File: src/rtl/byte_alu.sv
`timescale 1ns/1ps
module byte_alu (
  input  logic       clk,
  input  logic       rst_n,
  input  logic [3:0] op_i,
  input  logic [7:0] acc_i,
  input  logic [7:0] opnd_i,
  input  logic       c_i,
  input  logic       ac_i,
  output logic [7:0] res_o,
  output logic       c_o,
  output logic       ac_o,
  output logic       z_o,
  output logic       ov_o,
  output logic       c_we_o,
  output logic       ac_we_o,
  output logic       z_we_o,
  output logic       ov_we_o
);
  localparam logic [3:0] OP_ADD = 4'd0,  OP_ADC = 4'd1,  OP_SUB = 4'd2,  OP_SBC = 4'd3;
  localparam logic [3:0] OP_DAA = 4'd4,  OP_AND = 4'd5,  OP_OR  = 4'd6,  OP_XOR = 4'd7;
  localparam logic [3:0] OP_CPL = 4'd8,  OP_RL  = 4'd9,  OP_RR  = 4'd10, OP_RLC = 4'd11;
  localparam logic [3:0] OP_RRC = 4'd12, OP_INC = 4'd13, OP_DEC = 4'd14;

  logic       is_sub, cin;
  logic [7:0] bb;
  logic [4:0] s_lo;
  logic [7:0] s_mid;
  logic [8:0] s_full;

  assign is_sub = (op_i == OP_SUB) || (op_i == OP_SBC);
  assign bb     = is_sub ? ~opnd_i : opnd_i;
  assign cin    = (op_i == OP_SUB) | (((op_i == OP_ADC) | (op_i == OP_SBC)) & c_i);
  assign s_lo   = {1'b0, acc_i[3:0]} + {1'b0, bb[3:0]} + {4'd0, cin};
  assign s_mid  = {1'b0, acc_i[6:0]} + {1'b0, bb[6:0]} + {7'd0, cin};
  assign s_full = {1'b0, acc_i} + {1'b0, bb} + {8'd0, cin};

  logic       lo_fix, hi_fix;
  logic [8:0] d_one, d_two;

  assign lo_fix = (acc_i[3:0] > 4'd9) | ac_i;
  assign d_one  = {1'b0, acc_i} + (lo_fix ? 9'h006 : 9'h000);
  assign hi_fix = (d_one[7:4] > 4'd9) | c_i | d_one[8];
  assign d_two  = {1'b0, d_one[7:0]} + (hi_fix ? 9'h060 : 9'h000);

  logic c_n, c_we, ac_we, z_we, ov_we;

  always_comb begin
    res_o = acc_i;
    c_n   = 1'b0;
    c_we  = 1'b0;
    ac_we = 1'b0;
    z_we  = 1'b0;
    ov_we = 1'b0;
    case (op_i)
      OP_ADD, OP_ADC, OP_SUB, OP_SBC: begin
        res_o = s_full[7:0];
        c_n   = s_full[8];
        c_we  = 1'b1;
        ac_we = 1'b1;
        z_we  = 1'b1;
        ov_we = 1'b1;
      end
      OP_DAA: begin
        res_o = d_two[7:0];
        c_n   = c_i | d_one[8] | d_two[8];
        c_we  = 1'b1;
      end
      OP_AND: begin res_o = acc_i & opnd_i; z_we = 1'b1; end
      OP_OR:  begin res_o = acc_i | opnd_i; z_we = 1'b1; end
      OP_XOR: begin res_o = acc_i ^ opnd_i; z_we = 1'b1; end
      OP_CPL: begin res_o = ~acc_i;         z_we = 1'b1; end
      OP_INC: begin res_o = acc_i + 8'd1;   z_we = 1'b1; end
      OP_DEC: begin res_o = acc_i - 8'd1;   z_we = 1'b1; end
      OP_RL:  res_o = {acc_i[6:0], acc_i[7]};
      OP_RR:  res_o = {acc_i[0], acc_i[7:1]};
      OP_RLC: begin res_o = {acc_i[6:0], c_i}; c_n = acc_i[7]; c_we = 1'b1; end
      OP_RRC: begin res_o = {c_i, acc_i[7:1]}; c_n = acc_i[0]; c_we = 1'b1; end
      default: ;
    endcase
  end

  always_ff @(posedge clk or negedge rst_n) begin
    if (!rst_n) begin
      c_o     <= 1'b0;
      ac_o    <= 1'b0;
      z_o     <= 1'b0;
      ov_o    <= 1'b0;
      c_we_o  <= 1'b0;
      ac_we_o <= 1'b0;
      z_we_o  <= 1'b0;
      ov_we_o <= 1'b0;
    end else begin
      c_o     <= c_we & c_n;
      ac_o    <= ac_we & s_lo[4];
      z_o     <= z_we & (res_o == 8'h00);
      ov_o    <= ov_we & (s_mid[7] ^ s_full[8]);
      c_we_o  <= c_we;
      ac_we_o <= ac_we;
      z_we_o  <= z_we;
      ov_we_o <= ov_we;
    end
  end
endmodule

File: config.mk
export PLATFORM = sky130hd
export DESIGN_NAME = byte_alu
export DESIGN_NICKNAME = d
export VERILOG_FILES = /design/src/rtl/byte_alu.sv
export SDC_FILE = /design/constraint.sdc
export NUM_CORES = 1
export LEC_CHECK = 0
export BUFFER_PORTS_ARGS = -buffer_cell sky130_fd_sc_hd__buf_4
export CORE_MARGIN = 3
export CORE_UTILIZATION = 40
export CTS_BUF_LIST = sky130_fd_sc_hd__clkbuf_4 sky130_fd_sc_hd__clkbuf_8
export DETAILED_ROUTE_END_ITERATION = 8
export GPL_TIMING_DRIVEN = 0
export SYNTH_ARGS = -nofsm -noshare
export SYNTH_HDL_FRONTEND = slang
export SYNTH_SLANG_ARGS = --single-unit
export TNS_END_PERCENT = 5
File: constraint.sdc
create_clock -name clk -period 5.45 [get_ports clk]
set_clock_uncertainty 0.05 [all_clocks]
set_input_delay 0.2725 -clock clk [delete_from_list [all_inputs] [get_ports clk]]
set_output_delay 0.2725 -clock clk [all_outputs]
set_load 0.03 [all_outputs]
==> impl_metrics.ini, run 1 <==
[global_route]
grt_pass1_vias = 2536
overflow = 0
grt_max_degree = 12
grt_pass1_wl_um = 12700
antenna_found_initial = 0
grt.total_usage = 0.221

[yosys]
synth-seq-area-share = 0.0723
synth_commonest_cells = ha_1 (33), nor2_1 (26), nand2_1 (23), inv_1 (22), xnor2_1 (19)
synthDistinctLibCells = 68
ys_async_sr_fraction = 1.00
syn_avg_cell_area_um2 = 7.62
yosysMostFrequentCell = ha_1
synth-seq-cells = 7
yosys.area.top_type = ha_1
synth_top_area_frac = 0.170
synth_edf_count = 0
syn_nets = 379
ys_top_cells_by_area = ha_1 (17%), dfrtp_1 (7.2%), xnor2_1 (6.9%), nor2_1 (4.0%), nand2_1 (3.6%)
synthFlopType = dfrtp_1
syn-cell-area_mm2 = 0.00242
synthCells = 318
ys.warnings.count = 0

[critical_path]
critPathMaxStageDelay_ps = 930
crit_family = compound AO/OA/AOI/OAI gates
cp_cell_sequence = buf_4 -> buf_2 -> inv_2 -> nand2_1 -> nor2_1 -> xnor2_1 -> fa_1 -> a21o_1 -> o2bb2ai_1 -> o41ai_1 -> mux2i_1 -> a211oi_2 -> o31ai_2 -> and2_1 -> buf_4
critPathSlowestCell = nor2_1
start_kind = input port
worstSetupEndpointType = output port
cp_common_cell = buf_4
worstPathArrival_ps = 4520
path_buf_inv = 4
critPathRequiredTime_ps = 5130
crit_type = input port to output port
cp_max_fo = 10

[final_layout]
fin_nets = 422
drive_gt1_frac = 0.217
area_growth_pct = 17.6
fillers = 590
final_area_mm2 = 0.00285
antenna_cells = 0
stdcell_count = 432

[sta]
setup_viol = 0
slew_viol_final = 0
slew_headroom = 0.222
finalHoldViolCount = 0
finalCritPeriodShare = 0.889
fin_setup_tns_ps = 0
setup_ws_ps = 603
min_period_ps = 4850
tightestPinTransition_ps = 1160
max_freq_mhz = 206
rsz0062_at_grt = no

[detailed_routing]
met2_wirelength_um = 3730
vias_per_cell = 6.06
first_pass_iters = 6
top_layer_used = met4
wl_per_cell_um = 18.3
vias = 2618
ant_nets = 0
drc_errors = 0
routed_wl_um = 7910
drt_iter0_drc = 283
wl_met1_um = 3540
dr_wl_met3_um = 497

[clocking]
htreeDepth = 1
cts_sinks = 7
clk_path_buf_depth = 2
cts_inserted_buffers = 3
tritoncts = yes
clock_tree.root_cell = clkbuf_8
cts_resized = 0
cts.clk_slew.worst_paths_ps = 40

[placed_design]
post-place-ws_ps = 609
gp_congestion = 0.953
port-buffer-count = 37
placed_area_mm2 = 0.00279
place_inst = 427
dp_hpwl_um = 6200

[worst_hold_path]
hold_path_class = input port to async pin

[pwr]
irDropWorstVdd_mv = 0.122
p_leak_nw = 1.34
p_per_area_mw_per_mm2 = 152

[floorplan]
dieArea_mm2 = 0.00703
die_h_um = 83.8
initial_core_util = 0.427
io_pins = 40
die_x_um = 83.8
core_area_mm2 = 0.00568
num_rows = 27

[status]
status = completed

[flow_run]
cap_violations = 0
[cells in the final DEF, fill, tap and decap left out, drive strengths merged, types with 5 or more instances in the layout]
cell type  instances
nor2              27
nand2             23
ha                33
o211ai             6
a21o               6
nor3               8
inv               26
a31oi              7
nor2b              5
a21oi             13
dfrtp              7
clkbuf            10
xnor2             19
a22oi              6
nand3             10
and3               5
xor2               7
o21ai             14
buf               52
nand2b             8
[state kept, by name, indices dropped and copies added (netlist names)]
signal   count
ac_o         1
c_o          1
c_we_o       1
ov_o         1
ov_we_o      1
z_o          1
z_we_o       1
[kinds of logic after synthesis]
| logic type | Yosys count | synth area share |
|---|---|---|
| AO/OA/AOI/OAI | 92 | 0.277 |
| XOR/XNOR | 26 | 0.0940 |
| adder cells (fa/ha/maj) | 37 | 0.203 |
| buffers and inverters | 47 | 0.108 |
| flip-flops | 7 | 0.0723 |
| multiplexers | 5 | 0.0217 |
| AND/OR/NAND/NOR | 104 | 0.224 |
[routing by layer]
layer	GRT usage	vias to the layer above
met5	0	-
met4	0.0716	0
met2	0.369	119
li1	-	1237
met3	0.0286	15
met1	0.293	1247
[where the power goes]
part / internal [mW] / total [mW] / switching (mW)
combinational: 0.122 / 0.297 / 0.175
clock: 0.0556 / 0.0782 / 0.0226
sequential: 0.0559 / 0.0570 / 0.00109
[through the flow]
step	util	hold WS (ps)	power (mW)
after floorplan	-	-73.1	0.258
after CTS	0.502	342	0.432
after detailed placement	0.492	39.4	0.351
final	0.502	344	0.432
after global routing	0.502	363	0.463
after global placement	0.492	35.9	0.350
[area by class of cell]
type / instances / area, µm² / area share
clock buffer: 4 / 48.8 / 0.0171
timing repair buffer: 38 / 288 / 0.101
multi-input combinational: 264 / 1990 / 0.697
buffer: 21 / 165 / 0.0579
inverter: 26 / 97.6 / 0.0342
tap: 72 / 90.1 / 0.0316
sequential: 7 / 175 / 0.0615
[final timing paths]
kind	from	endpoint	slack, ps	cells past startpoint
max in group asynchronous	rst_n	ov_o	4890	2
worst max-delay path	op_i[3]	res_o[7]	600	15
worst min-delay path	rst_n	z_we_o	340	2
min in group clk	acc_i[7]	ov_o	510	5
[timing repair]
item	in CTS	in global routing
hold buffers	1	0
endpoints found under the hold margin	7	0
buffers inserted	0	0
(Power assumes the default switching activity.)
==> run 2, diff against run 1 <==
--- a/config.mk
+++ b/config.mk
@@ -5,12 +5,14 @@
 export SDC_FILE = /design/constraint.sdc
 export NUM_CORES = 1
 export LEC_CHECK = 0
+export ABC_AREA = 1
 export BUFFER_PORTS_ARGS = -buffer_cell sky130_fd_sc_hd__buf_4
 export CORE_MARGIN = 3
-export CORE_UTILIZATION = 40
+export CORE_UTILIZATION = 61
 export CTS_BUF_LIST = sky130_fd_sc_hd__clkbuf_4 sky130_fd_sc_hd__clkbuf_8
 export DETAILED_ROUTE_END_ITERATION = 8
 export GPL_TIMING_DRIVEN = 0
+export PLACE_DENSITY = 0.86
 export SYNTH_ARGS = -nofsm -noshare
 export SYNTH_HDL_FRONTEND = slang
 export SYNTH_SLANG_ARGS = --single-unit
==> run 2 against run 1 <==
Compared with the run above: total power decreased by 9.3%; maximum frequency is 26% higher; utilization up 27 points; first-iteration DRC count grew 9.9%; sequential power about the same; global-route usage is 10 points higher; synthesized cell count is 22% higher; via count is 7.6% higher; cell count up 11%; sequential share of layout area increased by 0.40 points; highest routed layer unchanged.
==> impl_metrics.ini, run 2 <==
[yosys]
yosysMostFrequentCell = nand2_1
synth-seq-area-share = 0.0773
synthDistinctLibCells = 33
ys_top_cells_by_area = nand2_1 (20%), ha_1 (18%), nand3_1 (9.5%), inv_1 (8.3%), dfrtp_1 (7.7%)
synth_edf_count = 0
synth_top_area_frac = 0.204
syn-cell-area_mm2 = 0.00227
ys.warnings.count = 0
synth_commonest_cells = nand2_1 (123), inv_1 (50), nand3_1 (43), ha_1 (33), nor2_1 (29)
yosys.area.top_type = nand2_1
ys_async_sr_fraction = 1.00
synth-seq-cells = 7
synthCells = 389
syn_avg_cell_area_um2 = 5.83
syn_nets = 450
synthFlopType = dfrtp_1

[floorplan]
initial_core_util = 0.654
num_rows = 21
die_h_um = 67.0
die_x_um = 67.0
dieArea_mm2 = 0.00448
io_pins = 40
core_area_mm2 = 0.00347

[global_route]
overflow = 0
antenna_found_initial = 0
grt_pass1_vias = 2487
grt.total_usage = 0.321
grt_max_degree = 11
grt_pass1_wl_um = 11200

[worst_hold_path]
hold_path_class = input port to flip-flop

[placed_design]
port-buffer-count = 39
dp_hpwl_um = 5500
post-place-ws_ps = 1630
place_inst = 474
gp_congestion = 0.951

[final_layout]
antenna_cells = 0
mostFrequentLayoutCell = nand2_1
layout_common_cells = nand2_1 (123), inv_1 (50), nand3_1 (43), buf_4 (40), ha_1 (33)
fillers = 320
drive_gt1_frac = 0.157
stdcell_count = 479
fin_nets = 495
area_growth_pct = 18.0

[sta]
rsz0062_at_grt = no
slew_headroom = 0.668
max_freq_mhz = 260
slew_viol_final = 0
finalCritPeriodShare = 0.707
fin_setup_tns_ps = 0
min_period_ps = 3850
setup_viol = 0
whs_ps = 312
tightestPinTransition_ps = 498
finalHoldViolCount = 0
setup_ws_ps = 1600

[clocking]
clock_tree.root_cell = clkbuf_8
clk_path_buf_depth = 2
cts.clk_slew.worst_paths_ps = 40
cts_inserted_buffers = 3
cts_sinks = 7
htreeDepth = 1
tritoncts = yes

[detailed_routing]
routed_wl_um = 7040
ant_nets = 0
vias = 2817
drc_errors = 0
first_pass_iters = 8
drt_iter0_drc = 311
vias_per_cell = 5.88
wl_per_cell_um = 14.7

[pwr]
p_per_area_mw_per_mm2 = 146
p_leak_nw = 1.51
total_power_mw = 0.392
irDropWorstVdd_mv = 0.0830

[critical_path]
cp_max_fo = 10
crit_type = input port to output port
critPathRequiredTime_ps = 5130
worstSetupEndpointType = output port
worstPathArrival_ps = 3530
start_kind = input port

[flow_run]
cap_violations = 0

[status]
status = completed
run 2: cell count changes after synthesis, moves of 6 or more:
| cell | delta |
|---|---|
| a21o_1 | -6 |
| nand2_1 | +100 |
| inv_1 | +28 |
| o21ai_0 | -6 |
| nand4_1 | +13 |
| nor3_1 | -6 |
| nand3b_1 | +6 |
| a31oi_1 | -6 |
| o21ai_1 | +6 |
| nand3_1 | +33 |
| xnor2_1 | -18 |
| nand2b_1 | -8 |
run 2: per-layer routing:
layer / track usage / vias up / share of wire
met5: 0 / - / 0
met4: 0.111 / 0 / 0.032
met3: 0.0405 / 22 / 0.11
met2: 0.526 / 189 / 0.45
met1: 0.429 / 1242 / 0.41
li1: - / 1364 / -
run 2: layout make-up:
type / instances / area, µm² / area share
Clock buffer: 4 / 48.8 / 0.0182
Inverter: 57 / 214 / 0.0799
Sequential cell: 7 / 175 / 0.0655
Timing Repair Buffer: 40 / 303 / 0.113
Multi-Input combinational cell: 319 / 1850 / 0.690
Buffer: 6 / 31.3 / 0.0117
Tap cell: 46 / 57.6 / 0.0215
run 2: cells by family (layout without fill, tap and decap cells):
group           count (synthesis)  after routing  share of synthesized area
flops                           7              7                     0.0773
compound gates                 39             39                      0.102
fa+ha+maj                      37             37                      0.217
simple gates                  231            231                      0.449
xor+xnor                       12             12                     0.0464
buf+inv                        63            107                      0.108
run 2: critical path, cell delays in order:
cell and delay, ps:
buf_4 120, buf_2 210, inv_1 100, o21bai_1 350
ha_1 290, fa_1 220, nand3_1 160, nor2_1 140
xor2_1 260, nand2_1 110, nand2_1 90, nand2_1 70
nand2_1 60, inv_1 40, ha_1 280, nand2_1 80
nand2_1 50, nor2_1 70, nand2_1 50, nor2_1 90
nand3_1 90, nand2_1 100, inv_1 40, buf_4 160
run 2: final timing paths:
kind | from | end | slack [ps] | cells past startpoint
setup / recovery | acc_i[3] | res_o[6] | 1600 | 24
hold / removal | op_i[2] | c_we_o | 310 | 2
max in group asynchronous | rst_n | z_o | 4880 | 2
min in group asynchronous | rst_n | ov_o | 350 | 2
run 2: through the flow:
stage / area [µm²] / utilization
2_1_floorplan: 2270 / -
3_3_place_gp: 2620 / 0.755
3_5_place_dp: 2620 / 0.755
4_1_cts: 2680 / 0.772
5_1_grt: 2680 / 0.772
6_report: 2680 / 0.772
run 2: power by group:
part,switching [mW],internal (mW),leakage (nW)
sequential,0.00111,0.0559,0.0896
combinational,0.165,0.0936,1.40
clock,0.0203,0.0554,0.0262
run 2: timing repair:
item,4_1_cts,5_1_grt
resized for setup,0,0
hold buffers,1,0
setup buffers,0,0
hold endpoints to repair,7,0
